`config.mk`:
```
export PLATFORM = sky130hd
export DESIGN_NAME = mod_fold_reducer
export DESIGN_NICKNAME = d
export VERILOG_FILES = /design/src/rtl/mod_fold_pkg.sv /design/src/rtl/fold_stage.sv /design/src/rtl/final_fold.sv /design/src/rtl/residue_fix.sv /design/src/rtl/mod_fold_reducer.sv
export SDC_FILE = /design/constraint.sdc
export NUM_CORES = 1
export LEC_CHECK = 0
export ABC_AREA = 1
export BUFFER_PORTS_ARGS = -buffer_cell sky130_fd_sc_hd__buf_2
export CORE_MARGIN = 1.5
export CORE_UTILIZATION = 55
export DETAILED_ROUTE_END_ITERATION = 16
export HOLD_SLACK_MARGIN = 0.1
export MAX_ROUTING_LAYER = met4
export PLACE_DENSITY = 0.83
export SETUP_SLACK_MARGIN = 0.15
export SYNTH_ARGS = -nofsm -noshare
export SYNTH_HDL_FRONTEND = slang
export SYNTH_SLANG_ARGS = --single-unit
```
`constraint.sdc`:
```
create_clock -name clk -period 15.8 [get_ports clk]
set_input_delay 3.95 -clock clk [delete_from_list [all_inputs] [get_ports clk]]
set_output_delay 3.95 -clock clk [all_outputs]
set_load 0.03 [all_outputs]
```
`src/rtl/mod_fold_pkg.sv`:
```
package mod_fold_pkg;

    typedef enum logic {
        FORM_MINUS = 1'b0,
        FORM_PLUS  = 1'b1
    } fold_form_e;

    // Width of the partial result after one fold of a w-bit value
    function automatic int fold_w(int w, int k);
        int d;
        int bound;
        d     = (w + k - 1) / k;
        bound = d * ((1 << k) - 1);
        return $clog2(bound + 1);
    endfunction

    // Number of folds needed before the value fits in k+1 bits
    function automatic int fold_stages(int n, int k);
        int w;
        int c;
        w = n;
        c = 0;
        for (int j = 0; j < 64; j++) begin
            if (w > k + 1) begin
                w = fold_w(w, k);
                c++;
            end
        end
        return c;
    endfunction

    // Width bound of the partial result after i folds
    function automatic int width_after(int n, int k, int i);
        int w;
        w = n;
        for (int j = 0; j < i; j++) begin
            w = fold_w(w, k);
        end
        return w;
    endfunction

    function automatic int fold_modulus(int k, fold_form_e f);
        return (f == FORM_PLUS) ? (1 << k) + 1 : (1 << k) - 1;
    endfunction

endpackage

```
`src/rtl/fold_stage.sv`:
```
module fold_stage
    import mod_fold_pkg::*;
#(
    parameter int         N_BITS = 16,
    parameter int         K_BITS = 2,
    parameter int         W_OUT  = 5,
    parameter fold_form_e FORM   = FORM_MINUS
) (
    input  logic              sgn_i,
    input  logic [N_BITS-1:0] mag_i,
    output logic              sgn_o,
    output logic [N_BITS-1:0] mag_o
);

    localparam int DIGITS = (N_BITS + K_BITS - 1) / K_BITS;
    localparam int PADW   = DIGITS * K_BITS;
    localparam int ACCW   = W_OUT + 2;

    logic [PADW-1:0]        padded;
    logic signed [ACCW-1:0] acc;
    logic [ACCW-1:0]        absval;

    assign padded = PADW'(mag_i);

    // Digits above the incoming width bound are zero; they fold in as zero.
    always_comb begin
        acc = '0;
        for (int d = 0; d < DIGITS; d++) begin
            if (FORM == FORM_PLUS && (d % 2) == 1)
                acc = acc - ACCW'(padded[d*K_BITS +: K_BITS]);
            else
                acc = acc + ACCW'(padded[d*K_BITS +: K_BITS]);
        end
    end

    assign absval = acc[ACCW-1] ? $unsigned(-acc) : $unsigned(acc);
    assign mag_o  = N_BITS'(absval);
    assign sgn_o  = sgn_i ^ acc[ACCW-1];

endmodule

```
`src/rtl/final_fold.sv`:
```
module final_fold
    import mod_fold_pkg::*;
#(
    parameter int         N_BITS = 16,
    parameter int         K_BITS = 2,
    parameter fold_form_e FORM   = FORM_MINUS
) (
    input  logic              sgn_i,
    input  logic [N_BITS-1:0] mag_i,
    output logic              sgn_o,
    output logic [K_BITS:0]   mag_o
);

    localparam int HW   = N_BITS - K_BITS;
    localparam int ACCW = N_BITS + 2;
    localparam int RW   = K_BITS + 1;

    logic [K_BITS-1:0]      lo;
    logic [HW-1:0]          hi;
    logic signed [ACCW-1:0] acc;
    logic [ACCW-1:0]        absval;

    assign lo = mag_i[K_BITS-1:0];
    assign hi = mag_i[N_BITS-1:K_BITS];

    always_comb begin
        if (FORM == FORM_PLUS)
            acc = ACCW'(lo) - ACCW'(hi);
        else
            acc = ACCW'(lo) + ACCW'(hi);
    end

    assign absval = acc[ACCW-1] ? $unsigned(-acc) : $unsigned(acc);
    assign mag_o  = RW'(absval);
    assign sgn_o  = sgn_i ^ acc[ACCW-1];

endmodule

```
`src/rtl/residue_fix.sv`:
```
module residue_fix
    import mod_fold_pkg::*;
#(
    parameter int         K_BITS = 2,
    parameter fold_form_e FORM   = FORM_MINUS
) (
    input  logic            sgn_i,
    input  logic [K_BITS:0] mag_i,
    output logic [K_BITS:0] res_o
);

    localparam int              RW   = K_BITS + 1;
    localparam logic [RW-1:0]   MODV = RW'(fold_modulus(K_BITS, FORM));

    logic [RW-1:0] r;

    always_comb begin
        r = mag_i;
        if (r > MODV)
            r = r - MODV;
        if (r == MODV || r == '0)
            res_o = '0;
        else if (sgn_i)
            res_o = MODV - r;
        else
            res_o = r;
    end

endmodule

```
`src/rtl/mod_fold_reducer.sv`:
```
module mod_fold_reducer
    import mod_fold_pkg::*;
#(
    parameter int         N_BITS = 16,
    parameter int         K_BITS = 2,
    parameter fold_form_e FORM   = FORM_MINUS
) (
    input  logic              clk,
    input  logic              rst,
    input  logic              x_neg,
    input  logic [N_BITS-1:0] x_mag,
    output logic [K_BITS:0]   residue
);

    localparam int NF = fold_stages(N_BITS, K_BITS);

    logic [N_BITS-1:0] mag_s [NF+1];
    logic              sgn_s [NF+1];
    logic [K_BITS:0]   tail_mag;
    logic              tail_sgn;
    logic [K_BITS:0]   res_c;

    assign mag_s[0] = x_mag;
    assign sgn_s[0] = x_neg;

    for (genvar i = 0; i < NF; i++) begin : g_fold
        localparam int WO = width_after(N_BITS, K_BITS, i + 1);
        fold_stage #(
            .N_BITS(N_BITS),
            .K_BITS(K_BITS),
            .W_OUT (WO),
            .FORM  (FORM)
        ) u_stage (
            .sgn_i(sgn_s[i]),
            .mag_i(mag_s[i]),
            .sgn_o(sgn_s[i+1]),
            .mag_o(mag_s[i+1])
        );
    end

    final_fold #(
        .N_BITS(N_BITS),
        .K_BITS(K_BITS),
        .FORM  (FORM)
    ) u_tail (
        .sgn_i(sgn_s[NF]),
        .mag_i(mag_s[NF]),
        .sgn_o(tail_sgn),
        .mag_o(tail_mag)
    );

    residue_fix #(
        .K_BITS(K_BITS),
        .FORM  (FORM)
    ) u_fix (
        .sgn_i(tail_sgn),
        .mag_i(tail_mag),
        .res_o(res_c)
    );

    always_ff @(posedge clk) begin
        if (rst)
            residue <= '0;
        else
            residue <= res_c;
    end

endmodule

```
==> report_table.html, run 1 <==
<table>
<tr><th>Metric</th><th>Value</th></tr>
<tr><th colspan="2">Outcome</th></tr>
<tr><td>Run status</td><td>finished, final reports clean</td></tr>
<tr><th colspan="2">Layout</th></tr>
<tr><td>Area growth from synthesis to layout</td><td>18.6%</td></tr>
<tr><td>Largest register by flop count</td><td>residue</td></tr>
<tr><td>Antenna diode count</td><td>0</td></tr>
<tr><td>Most frequent cells in the layout</td><td>38 x inv_1, 21 x buf_2, 14 x fa_1</td></tr>
<tr><td>Final net count</td><td>170</td></tr>
<tr><td># fillers</td><td>105</td></tr>
<tr><td>Commonest non-fill, non-tap cell in the layout</td><td>inv_1</td></tr>
<tr><td>Flip-flop count of the largest register after layout</td><td>3</td></tr>
<tr><td>Layout Cell Area excl Fill</td><td>957 um^2</td></tr>
<tr><td>Top Registers</td><td>residue x3</td></tr>
<tr><td>Share of post-route cells with drive strength above 1</td><td>26.6%</td></tr>
<tr><th colspan="2">Placed design</th></tr>
<tr><td>Buffers on Ports</td><td>21</td></tr>
<tr><td>Placed instance area</td><td>931 um^2</td></tr>
<tr><td>Half-perimeter wire length after detailed placement</td><td>1130 um</td></tr>
<tr><td>Global placement routability congestion</td><td>0.741</td></tr>
<tr><td>Pre-CTS setup slack</td><td>between 5 and 6 ns</td></tr>
<tr><th colspan="2">Critical path</th></tr>
<tr><td>CP Capture Point</td><td>residue[1]</td></tr>
<tr><td>Category of the most critical setup path</td><td>in -&gt; reg</td></tr>
<tr><td>Signal arrival time at the worst endpoint</td><td>10.01 ns</td></tr>
<tr><td>Critical path startpoint category</td><td>primary input</td></tr>
<tr><td>Critical Path End Type</td><td>register</td></tr>
<tr><td>Critical-path maximum fanout</td><td>3</td></tr>
<tr><td>Required arrival time at the worst endpoint</td><td>about 16 ns</td></tr>
<tr><td>Crit. Startpoint</td><td>x_mag[0]</td></tr>
<tr><th colspan="2">Yosys</th></tr>
<tr><td>Number of distinct library cell variants in the gate-level netlist after synthesis</td><td>17</td></tr>
<tr><td>Cell type contributing the most total cell area after synthesis</td><td>fa_1</td></tr>
<tr><td>Fraction of the mapped netlist area in compound gates</td><td>1.71%</td></tr>
<tr><td>Post-synth net total</td><td>between 100 and 150</td></tr>
<tr><td>Share of synthesized area spent on multiplexers</td><td>0%</td></tr>
<tr><td>Number of instances in the synthesized netlist</td><td>99</td></tr>
<tr><td>Syn_area_per_cell</td><td>just over 8 um^2</td></tr>
<tr><td>Area share of and/or/nand/nor cells after synthesis</td><td>approximately 13%</td></tr>
<tr><td>Dominant cells by area after synthesis</td><td>fa_1 35%, ha_1 19%, inv_1 18%</td></tr>
<tr><td>Adder-cell share of the synthesized area</td><td>53.3%</td></tr>
<tr><td>Yosys top cell area share</td><td>a little over a third</td></tr>
<tr><td>Seq/Total Area, Yosys</td><td>7.44%</td></tr>
<tr><td>Dominant combinational cell family by area after synthesis</td><td>adder cells</td></tr>
<tr><td>Synthesized flop and latch total</td><td>3</td></tr>
<tr><td>Synthesized area</td><td>807 um^2</td></tr>
<tr><td>Xor and xnor area share after synthesis</td><td>4.34%</td></tr>
<tr><td>Number of warnings issued by yosys</td><td>0</td></tr>
<tr><th colspan="2">Detailed routing</th></tr>
<tr><td>Post-detailed-route wirelength per cell</td><td>roughly 8.4 um</td></tr>
<tr><td>DR DRC count</td><td>0</td></tr>
<tr><td>WL final</td><td>1170 um</td></tr>
<tr><td>Count of vias placed by the detailed router</td><td>606</td></tr>
<tr><td>DR iter-0 viols</td><td>8</td></tr>
<tr><td>Detailed-route vias per instance</td><td>4.36</td></tr>
<tr><td>Initial DRT Pass Iterations</td><td>4</td></tr>
<tr><td>Count of nets left with antenna violations after detail routing</td><td>0</td></tr>
<tr><th colspan="2">STA</th></tr>
<tr><td>Total negative slack for setup checks</td><td>0 ns</td></tr>
<tr><td>Unrepaired setup endpoints after global routing</td><td>false</td></tr>
<tr><td>Final Hold Viols</td><td>0</td></tr>
<tr><td>Final critical path time including I/O delays and setup</td><td>9.88 ns</td></tr>
<tr><td>Slew Limit Headroom</td><td>83.3%</td></tr>
<tr><td>Hold slack final</td><td>3.90 ns</td></tr>
<tr><td>Post-route fraction of the period consumed by the critical path</td><td>62.6%</td></tr>
<tr><td>Highest clock frequency the design can meet</td><td>just over 100 MHz</td></tr>
<tr><td>Number of endpoints failing setup at the final stage</td><td>0</td></tr>
<tr><td>Crit path setup slack, layout</td><td>5.92 ns</td></tr>
<tr><td>Fin. max-slew vios</td><td>0</td></tr>
<tr><td>Slew of the pin with the lowest slew margin</td><td>about 0.25 ns</td></tr>
<tr><th colspan="2">Clock tree</th></tr>
<tr><td>Hold-fix buffer count after cts</td><td>0</td></tr>
<tr><td>Post-CTS Setup Inserts</td><td>0</td></tr>
<tr><td>Clock buffer count from CTS</td><td>3</td></tr>
<tr><td>Maximum level of the CTS H-tree</td><td>1</td></tr>
<tr><td>Buffer cell driving the clock tree root</td><td>clkbuf_4</td></tr>
<tr><td>Clk sinks</td><td>3</td></tr>
<tr><td>Post-CTS Resized</td><td>0</td></tr>
<tr><td>Clock tree from TritonCTS</td><td>yes</td></tr>
<tr><td>Max Buffers Root-to-Sink</td><td>2</td></tr>
<tr><td>Clock transition at the registers of the reported paths</td><td>0.04 ns</td></tr>
<tr><th colspan="2">Floorplan</th></tr>
<tr><td>Starting density of the core</td><td>between 60% and 70%</td></tr>
<tr><td>Die X-Extent</td><td>41.3 um</td></tr>
<tr><td>Vertical die dimension</td><td>slightly above 40 um</td></tr>
<tr><td># rows</td><td>13</td></tr>
<tr><td>I/O Pins</td><td>22</td></tr>
<tr><td>Die Area</td><td>1710 um^2</td></tr>
<tr><td>Area of the core</td><td>1330 um^2</td></tr>
<tr><th colspan="2">Global routing</th></tr>
<tr><td>Met1 track demand over resource</td><td>20.3%</td></tr>
<tr><td>GR Overflow Total</td><td>0</td></tr>
<tr><td>Vias in the first global route</td><td>533</td></tr>
<tr><td>Pin count of the biggest net entering global routing</td><td>8</td></tr>
<tr><td>Number of antenna violations at the first check in global routing</td><td>0</td></tr>
<tr><td>Global-route track usage on met3</td><td>0%</td></tr>
<tr><td>Met2 track demand over resource</td><td>a little under a third</td></tr>
<tr><td>Wire length of the first global-routing pass</td><td>1880 um</td></tr>
<tr><td>Global routing's busiest layer</td><td>met2</td></tr>
<tr><td>Global-route usage over all layers</td><td>17.0%</td></tr>
<tr><th colspan="2">Min path</th></tr>
<tr><td>Hold/Removal Path Class</td><td>in -&gt; reg</td></tr>
<tr><th colspan="2">Job</th></tr>
<tr><td>MaxCap Viol Count</td><td>0</td></tr>
</table>
Yosys cell counts (all sizes together):
cell	number
nand3	4
ha	12
nand2	15
dfxtp	3
xor2	2
nor2	4
xnor2	2
clkinv	2
a21oi	1
o21ai	1
inv	39
fa	14
worst min-delay path by stage:
| stage | start | end | slack [ns] | depth (start not counted) |
|---|---|---|---|---|
| 6_report | rst | residue[2] | 3.90 | 2 |
| 5_1_grt | rst | residue[2] | 3.90 | 2 |
| 4_1_cts | rst | residue[2] | 3.90 | 2 |
| 3_5_place_dp | rst | residue[2] | 4.14 | 2 |
| 3_3_place_gp | rst | residue[2] | 4.12 | 2 |
| 2_1_floorplan | rst | residue[2] | 4.02 | 1 |
cell families (layout without fill, tap and decap cells):
logic type | after synthesis | in the layout
adder cells (fa/ha/maj) | 26 | 26
AO/OA/AOI/OAI | 2 | 2
buffers and inverters | 41 | 66
AND/OR/NAND/NOR | 23 | 23
XOR/XNOR | 4 | 4
flip-flops | 3 | 3
layout make-up:
class / instances / area (um^2) / share of cell area (%)
clock buffers: 4 / 26.3 / 2.75
inverters: 41 / 159 / 16.6
multi-input cells: 55 / 588 / 61.4
flip-flops and latches: 3 / 60.1 / 6.27
well taps: 15 / 18.8 / 1.96
repair buffers: 21 / 105 / 11.0
per-layer routing:
layer	wire, um	share of wire (%)
met5	0	0
met4	0	0
met3	24	2.1
met2	635	54
met1	508	43
critical path: stages:
cell and delay (ns):
buf_2 0.10, ha_1 0.19, inv_1 0.07, fa_1 0.43
fa_1 0.47, fa_1 0.55, inv_1 0.06, fa_1 0.47
ha_1 0.25, fa_1 0.49, ha_1 0.14, inv_1 0.05
fa_1 0.50, inv_1 0.05, ha_1 0.20, xnor2_1 0.18
ha_1 0.17, inv_1 0.05, fa_1 0.35, inv_1 0.06
ha_1 0.25, inv_1 0.12, fa_1 0.45, nand2_1 0.10
o21ai_2 0.07, xor2_1 0.14, inv_1 0.07, nor2_2 0.04
stage by stage:
| stage | util [%] | cells |
|---|---|---|
| 6_report | 71.8 | 139 |
| 5_1_grt | 71.8 | 139 |
| 4_1_cts | 71.8 | 139 |
| 3_5_place_dp | 69.8 | 135 |
| 3_3_place_gp | 69.8 | 135 |
| 2_1_floorplan | - | 99 |
Power of run 1 is left out: the tool's default activity adds up to more than one toggle a clock period on the data nets, which glitch-free logic cannot reach.
==> run 2, diff against run 1 <==
Settings changed: ABC_AREA 1 to 0, CORE_UTILIZATION 55 to 46, PLACE_DENSITY 0.83 to 0.75.
Clock period 15.8 ns to 8.14 ns, I/O delays scaled along.
==> report_table.html, run 2 <==
<table>
<tr><th>Metric</th><th>Value</th></tr>
<tr><th colspan="2">Floorplan</th></tr>
<tr><td>Starting density of the core</td><td>49.8% (-11 points)</td></tr>
<tr><td>Vertical die dimension</td><td>43.9 um (+6.2%)</td></tr>
<tr><td>I/O Pins</td><td>22 (unchanged)</td></tr>
<tr><td>Die X-Extent</td><td>43.9 um (+6.2%)</td></tr>
<tr><td>Area of the core</td><td>1540 um^2 (+16%)</td></tr>
<tr><td>Die Area</td><td>1920 um^2 (+13%)</td></tr>
<tr><td># rows</td><td>14 (+1)</td></tr>
<tr><th colspan="2">Detailed routing</th></tr>
<tr><td>Post-detailed-route wirelength per cell</td><td>10.3 um (+23%)</td></tr>
<tr><td>DR iter-0 viols</td><td>5 (-3)</td></tr>
<tr><td>Count of nets left with antenna violations after detail routing</td><td>0 (unchanged)</td></tr>
<tr><td>WL final</td><td>1310 um (+12%)</td></tr>
<tr><td>Count of vias placed by the detailed router</td><td>587 (-3.1%)</td></tr>
<tr><td>Detailed-route vias per instance</td><td>4.62 (+6.0%)</td></tr>
<tr><td>DR DRC count</td><td>0 (unchanged)</td></tr>
<tr><td>Initial DRT Pass Iterations</td><td>4 (unchanged)</td></tr>
<tr><th colspan="2">Clock tree</th></tr>
<tr><td>Maximum level of the CTS H-tree</td><td>1 (unchanged)</td></tr>
<tr><td>Clock transition at the registers of the reported paths</td><td>0.04 ns (about the same)</td></tr>
<tr><td>Hold-fix buffer count after cts</td><td>0 (unchanged)</td></tr>
<tr><td>Clk sinks</td><td>3 (unchanged)</td></tr>
<tr><td>Clock tree from TritonCTS</td><td>yes</td></tr>
<tr><td>Clock buffer count from CTS</td><td>3 (unchanged)</td></tr>
<tr><td>Buffer cell driving the clock tree root</td><td>clkbuf_4</td></tr>
<tr><td>Max Buffers Root-to-Sink</td><td>2 (unchanged)</td></tr>
<tr><th colspan="2">Global routing</th></tr>
<tr><td>Wire length of the first global-routing pass</td><td>2330 um (+24%)</td></tr>
<tr><td>Number of antenna violations at the first check in global routing</td><td>0 (unchanged)</td></tr>
<tr><td>Met2 track demand over resource</td><td>30.9% (+0.41 points)</td></tr>
<tr><td>Met1 track demand over resource</td><td>18.0% (-2.3 points)</td></tr>
<tr><td>Global-route usage over all layers</td><td>17.0% (-0.025 points)</td></tr>
<tr><td>GR Overflow Total</td><td>0 (unchanged)</td></tr>
<tr><td>Global-route track usage on met3</td><td>3.33% (+3.3 points)</td></tr>
<tr><td>Global routing's busiest layer</td><td>met2</td></tr>
<tr><td>Vias in the first global route</td><td>626 (+17%)</td></tr>
<tr><td>Pin count of the biggest net entering global routing</td><td>7 (-1)</td></tr>
<tr><th colspan="2">Layout</th></tr>
<tr><td>Most frequent cells in the layout</td><td>29 x inv_1, 19 x buf_2, 12 x fa_1</td></tr>
<tr><td>Multi-input gate area in the final layout</td><td>636 um^2 (+8.1%)</td></tr>
<tr><td>Final net count</td><td>157 (-7.6%)</td></tr>
<tr><td>Layout Cell Area excl Fill</td><td>1000 um^2 (+4.7%)</td></tr>
<tr><td>Flip-flop count of the largest register after layout</td><td>3 (unchanged)</td></tr>
<tr><td>Commonest non-fill, non-tap cell in the layout</td><td>inv_1</td></tr>
<tr><td>Share of post-route cells with drive strength above 1</td><td>37.8% (+11 points)</td></tr>
<tr><td>Area growth from synthesis to layout</td><td>30.5%</td></tr>
<tr><td>Largest register by flop count</td><td>residue</td></tr>
<tr><td># fillers</td><td>138 (+31%)</td></tr>
<tr><td>Top Registers</td><td>residue x3</td></tr>
<tr><td>Antenna diode count</td><td>0 (unchanged)</td></tr>
<tr><td>Combined flip-flop and latch cell area</td><td>60.1 um^2 (unchanged)</td></tr>
<tr><th colspan="2">Yosys</th></tr>
<tr><td>Library cell with the highest instance count after synthesis</td><td>inv_1</td></tr>
<tr><td>Post-synth net total</td><td>129 (-10%)</td></tr>
<tr><td>Number of instances in the synthesized netlist</td><td>84 (-15%)</td></tr>
<tr><td>Yosys top cell area share</td><td>36.5% (+1.8 points)</td></tr>
<tr><td>Dominant cells by area after synthesis</td><td>fa_1 36%, ha_1 20%, inv_1 17%</td></tr>
<tr><td>Synthesized flop and latch total</td><td>3 (unchanged)</td></tr>
<tr><td>Cell type contributing the most total cell area after synthesis</td><td>fa_1</td></tr>
<tr><td>Count of flip-flops with a built-in enable after synthesis</td><td>0 (unchanged)</td></tr>
<tr><td>Post-synthesis async set-or-reset flop share</td><td>0% (unchanged)</td></tr>
<tr><td>Number of warnings issued by yosys</td><td>0 (unchanged)</td></tr>
<tr><td>Synthesized area</td><td>768 um^2 (-4.8%)</td></tr>
<tr><td>Most frequent cells after synthesis</td><td>34 x inv_1, 14 x fa_1, 12 x ha_1</td></tr>
<tr><td>Primary FF master, synth</td><td>dfxtp_1</td></tr>
<tr><td>Number of distinct library cell variants in the gate-level netlist after synthesis</td><td>15 (-2)</td></tr>
<tr><td>Seq/Total Area, Yosys</td><td>7.82% (+0.38 points)</td></tr>
<tr><td>Syn_area_per_cell</td><td>9.15 um^2 (+12%)</td></tr>
<tr><th colspan="2">Job</th></tr>
<tr><td>MaxCap Viol Count</td><td>0 (unchanged)</td></tr>
<tr><th colspan="2">STA</th></tr>
<tr><td>Slew Limit Headroom</td><td>86.1% (+2.9 points)</td></tr>
<tr><td>Highest clock frequency the design can meet</td><td>128 MHz</td></tr>
<tr><td>Post-route fraction of the period consumed by the critical path</td><td>96.3%</td></tr>
<tr><td>Unrepaired setup endpoints after global routing</td><td>true</td></tr>
<tr><td>Slew of the pin with the lowest slew margin</td><td>0.206 ns (-0.0443 ns)</td></tr>
<tr><td>Crit path setup slack, layout</td><td>0.298 ns (-5.62 ns)</td></tr>
<tr><td>Number of endpoints failing setup at the final stage</td><td>0 (unchanged)</td></tr>
<tr><td>Final Hold Viols</td><td>0 (unchanged)</td></tr>
<tr><td>Final critical path time including I/O delays and setup</td><td>7.84 ns</td></tr>
<tr><td>Fin. max-slew vios</td><td>0 (unchanged)</td></tr>
<tr><th colspan="2">Critical path</th></tr>
<tr><td>Slowest cell delay on critical path</td><td>0.55 ns (about the same)</td></tr>
<tr><td>Critical path startpoint category</td><td>primary input</td></tr>
<tr><td>Critical Path End Type</td><td>register</td></tr>
<tr><td>Category of the most critical setup path</td><td>in -&gt; reg</td></tr>
<tr><td>Cell repeated most along the worst path</td><td>fa_1</td></tr>
<tr><td>Critical-path maximum fanout</td><td>2 (-1)</td></tr>
<tr><td>Required arrival time at the worst endpoint</td><td>8.26 ns (-7.66 ns)</td></tr>
<tr><td>Highest-delay cell along the critical path</td><td>fa_1</td></tr>
<tr><td>Signal arrival time at the worst endpoint</td><td>7.97 ns (-2.04 ns)</td></tr>
<tr><th colspan="2">Placed design</th></tr>
<tr><td>Pre-CTS setup slack</td><td>-0.0438 ns (-5.69 ns)</td></tr>
<tr><td>Half-perimeter wire length after detailed placement</td><td>1140 um (+1.6%)</td></tr>
<tr><td>Global placement routability congestion</td><td>0.710 (-4.1%)</td></tr>
<tr><td>Buffers on Ports</td><td>21 (unchanged)</td></tr>
<tr><td>Placed instance area</td><td>901 um^2 (-3.2%)</td></tr>
<tr><th colspan="2">Outcome</th></tr>
<tr><td>Run status</td><td>finished, final reports clean</td></tr>
<tr><th colspan="2">Min path</th></tr>
<tr><td>Hold/Removal Path Class</td><td>in -&gt; reg</td></tr>
</table>
## run 2: cell count changes after synthesis, sizes merged, moves of 3 or more
| cell | previous run | this run |
|---|---|---|
| a21o | 0 | 3 |
| inv | 39 | 34 |
| nand2 | 15 | 1 |
| nand3 | 4 | 0 |
| xnor2 | 2 | 5 |
## run 2: per-layer routing
metal | up-vias | share of wire [%]
met5 | - | 0
met4 | 0 | 1.1
met3 | 3 | 3.3
met2 | 10 | 60
met1 | 281 | 36
li1 | 293 | -
## run 2: timing repair
| item | 4_1_cts | 5_1_grt |
|---|---|---|
| setup endpoints to repair | 0 | 2 |
| hold endpoints to repair | 0 | 0 |
| buffers inserted | 0 | 1 |
| gates resized for setup | 0 | 19 |
## run 2: cell type report
cell class,count,share of cell area [%]
repair buffers,23,13.2
inverters,34,12.7
multi-input cells,47,63.4
well taps,16,2.00
flip-flops and latches,3,5.99
clock buffers,4,2.62
## run 2: final timing paths
check / start / endpoint / cells past startpoint
worst max-delay path: x_mag[0] / residue[0] / 26
worst min-delay path: rst / residue[2] / 2
## run 2: cell families (layout without fill, tap and decap cells)
logic type	count (synthesis)	count (layout)	share of synthesized area, %
multiplexers	1	1	1.30
flip-flops	3	3	7.82
buffers and inverters	34	61	16.6
AND/OR/NAND/NOR	6	6	3.58
XOR/XNOR	7	7	7.98
adder cells (fa/ha/maj)	26	26	56.0
AO/OA/AOI/OAI	7	7	6.68
## run 2: worst max-delay path, delay by kind of cell
family          cells  cell delay [ns]
xor+xnor            2             0.33
compound gates      2             0.29
fa+ha+maj          14             4.83
buf+inv             8             0.45
## run 2: stage by stage
| stage | hold slack (ns) | setup TNS (ns) | util, % | instances |
|---|---|---|---|---|
| 2_1_floorplan | 2.11 | 0 | - | 84 |
| 3_3_place_gp | 2.22 | 0 | 58.4 | 122 |
| 3_5_place_dp | 2.22 | -0.0570 | 58.4 | 122 |
| 4_1_cts | 1.97 | 0 | 60.1 | 126 |
| 5_1_grt | 1.96 | 0 | 65.0 | 127 |
| 6_report | 1.97 | 0 | 65.0 | 127 |
Power of run 2 is left out for the same reason.
==> run 3, diff against run 2 <==
Settings changed: MAX_ROUTING_LAYER met4 to unset, PLACE_DENSITY 0.75 to 0.85.
==> report_table.html, run 3 (same netlist as run 2, synthesis figures left out) <==
<table>
<tr><th>Metric</th><th>Value</th></tr>
<tr><th colspan="2">STA</th></tr>
<tr><td>Slew of the pin with the lowest slew margin</td><td>0.194 ns (-0.0127 ns)</td></tr>
<tr><td>Fin. max-slew vios</td><td>0 (unchanged)</td></tr>
<tr><td>Highest clock frequency the design can meet</td><td>127 MHz (-0.38%)</td></tr>
<tr><td>Final critical path time including I/O delays and setup</td><td>7.87 ns (+0.0297 ns)</td></tr>
<tr><td>Number of endpoints failing setup at the final stage</td><td>0 (unchanged)</td></tr>
<tr><td>Slew Limit Headroom</td><td>87.0% (+0.86 points)</td></tr>
<tr><td>Unrepaired setup endpoints after global routing</td><td>true</td></tr>
<tr><td>Final Hold Viols</td><td>0 (unchanged)</td></tr>
<tr><td>Post-route fraction of the period consumed by the critical path</td><td>96.7% (+0.36 points)</td></tr>
<tr><th colspan="2">Min path</th></tr>
<tr><td>Hold path cells</td><td>2 (unchanged)</td></tr>
<tr><td>Hold/Removal Path Class</td><td>in -&gt; reg</td></tr>
<tr><td>HP Start</td><td>rst</td></tr>
<tr><th colspan="2">Clock tree</th></tr>
<tr><td>Clock transition at the registers of the reported paths</td><td>0.04 ns (about the same)</td></tr>
<tr><td>Maximum level of the CTS H-tree</td><td>1 (unchanged)</td></tr>
<tr><td>Max Buffers Root-to-Sink</td><td>2 (unchanged)</td></tr>
<tr><td>Clock tree from TritonCTS</td><td>yes</td></tr>
<tr><td>Buffer cell driving the clock tree root</td><td>clkbuf_4</td></tr>
<tr><td>Clock buffer count from CTS</td><td>3 (unchanged)</td></tr>
<tr><td>Clk sinks</td><td>3 (unchanged)</td></tr>
<tr><td>Hold-fix buffer count after cts</td><td>0 (unchanged)</td></tr>
<tr><th colspan="2">Critical path</th></tr>
<tr><td>Required arrival time at the worst endpoint</td><td>8.25 ns (about the same)</td></tr>
<tr><td>Signal arrival time at the worst endpoint</td><td>7.99 ns (+0.02 ns)</td></tr>
<tr><td>Slowest cell delay on critical path</td><td>0.55 ns (about the same)</td></tr>
<tr><td>Highest-delay cell along the critical path</td><td>fa_1</td></tr>
<tr><td>Category of the most critical setup path</td><td>in -&gt; reg</td></tr>
<tr><td>Critical Path End Type</td><td>register</td></tr>
<tr><td>Critical-path maximum fanout</td><td>2 (unchanged)</td></tr>
<tr><td>Critical path startpoint category</td><td>primary input</td></tr>
<tr><td>Crit. Startpoint</td><td>x_mag[2]</td></tr>
<tr><td>Cell repeated most along the worst path</td><td>fa_1</td></tr>
<tr><th colspan="2">Layout</th></tr>
<tr><td>Final net count</td><td>157 (unchanged)</td></tr>
<tr><td>Final cell utilization of the core</td><td>64.5% (-0.49 points)</td></tr>
<tr><td>Antenna diode count</td><td>0 (unchanged)</td></tr>
<tr><td>Area growth from synthesis to layout</td><td>29.5%</td></tr>
<tr><td>Largest register by flop count</td><td>residue</td></tr>
<tr><td>Commonest non-fill, non-tap cell in the layout</td><td>inv_1</td></tr>
<tr><td>Share of post-route cells with drive strength above 1</td><td>35.1% (-2.7 points)</td></tr>
<tr><td>Most frequent cells in the layout</td><td>29 x inv_1, 19 x buf_2, 13 x fa_1</td></tr>
<tr><td>Top Registers</td><td>residue x3</td></tr>
<tr><td>Flip-flop count of the largest register after layout</td><td>3 (unchanged)</td></tr>
<tr><th colspan="2">Placed design</th></tr>
<tr><td>Half-perimeter wire length after detailed placement</td><td>1090 um (-5.0%)</td></tr>
<tr><td>Global placement routability congestion</td><td>0.718 (+1.1%)</td></tr>
<tr><td>Buffers on Ports</td><td>21 (unchanged)</td></tr>
<tr><th colspan="2">Floorplan</th></tr>
<tr><td>Starting density of the core</td><td>49.8% (unchanged)</td></tr>
<tr><td># rows</td><td>14 (unchanged)</td></tr>
<tr><td>Die Area</td><td>1920 um^2 (unchanged)</td></tr>
<tr><td>I/O Pins</td><td>22 (unchanged)</td></tr>
<tr><td>Area of the core</td><td>1540 um^2 (unchanged)</td></tr>
<tr><td>Die X-Extent</td><td>43.9 um (unchanged)</td></tr>
<tr><td>Vertical die dimension</td><td>43.9 um (unchanged)</td></tr>
<tr><th colspan="2">Job</th></tr>
<tr><td>MaxCap Viol Count</td><td>0 (unchanged)</td></tr>
<tr><th colspan="2">Global routing</th></tr>
<tr><td>Pin count of the biggest net entering global routing</td><td>7 (unchanged)</td></tr>
<tr><td>Global-route usage over all layers</td><td>15.1% (-1.9 points)</td></tr>
<tr><td>GR Overflow Total</td><td>0 (unchanged)</td></tr>
<tr><td>Number of antenna violations at the first check in global routing</td><td>0 (unchanged)</td></tr>
<tr><td>Vias in the first global route</td><td>599 (-4.3%)</td></tr>
<tr><td>Wire length of the first global-routing pass</td><td>2180 um (-6.5%)</td></tr>
<tr><th colspan="2">Detailed routing</th></tr>
<tr><td>Post-detailed-route wirelength per cell</td><td>9.30 um (-10%)</td></tr>
<tr><td>Detailed-route vias per instance</td><td>4.35 (-6.0%)</td></tr>
<tr><td>DR DRC count</td><td>0 (unchanged)</td></tr>
<tr><td>Count of vias placed by the detailed router</td><td>552 (-6.0%)</td></tr>
<tr><td>Initial DRT Pass Iterations</td><td>2 (-2)</td></tr>
<tr><td>WL final</td><td>1180 um (-10%)</td></tr>
<tr><td>DR iter-0 viols</td><td>4 (-1)</td></tr>
<tr><td>Count of nets left with antenna violations after detail routing</td><td>0 (unchanged)</td></tr>
<tr><th colspan="2">Outcome</th></tr>
<tr><td>Run status</td><td>finished, final reports clean</td></tr>
</table>
-- run 3: worst max-delay path: cells and delay by family --
family	cells	cell delay [ns]
xor gates and xnor gates	2	0.33
buffers and inverters	8	0.46
adders and majority gates	14	4.88
AOI/OAI and AO/OA	2	0.29
-- run 3: area by class of cell --
cell class / count / area (um^2)
well taps: 16 / 20.0
fillers: 127 / 547
inverters: 34 / 128
multi-input cells: 47 / 628
flip-flops and latches: 3 / 60.1
repair buffers: 23 / 133
clock buffers: 4 / 26.3
-- run 3: metrics by stage --
step           TNS, ns  cell area (um^2)  hold slack, ns  setup WS, ns  instances
6_report             0               995            1.98         0.268        127
5_1_grt              0               995            2.00        0.0596        127
4_1_cts              0               927            1.97         0.200        126
2_1_floorplan        0               768            2.11         0.290         84
3_3_place_gp         0               901            2.21        0.0716        122
3_5_place_dp   -0.0269               901            2.21       -0.0170        122
-- run 3: layer usage --
layer | track usage [%] | wire, um
met2 | 27.9 | 631
met4 | 5.45 | 19
met1 | 17.2 | 510
met5 | 0 | 0
met3 | 2.50 | 19
-- run 3: final timing paths --
path,slack [ns],endpoint
worst min-delay path,1.98,residue[2]
worst max-delay path,0.27,residue[0]
-- run 3: repair_timing --
action / CTS / global route
setup endpoints to repair: 0 / 2
buffers inserted: 0 / 1
gates resized for setup: 0 / 16
Power of run 3 is left out for the same reason.
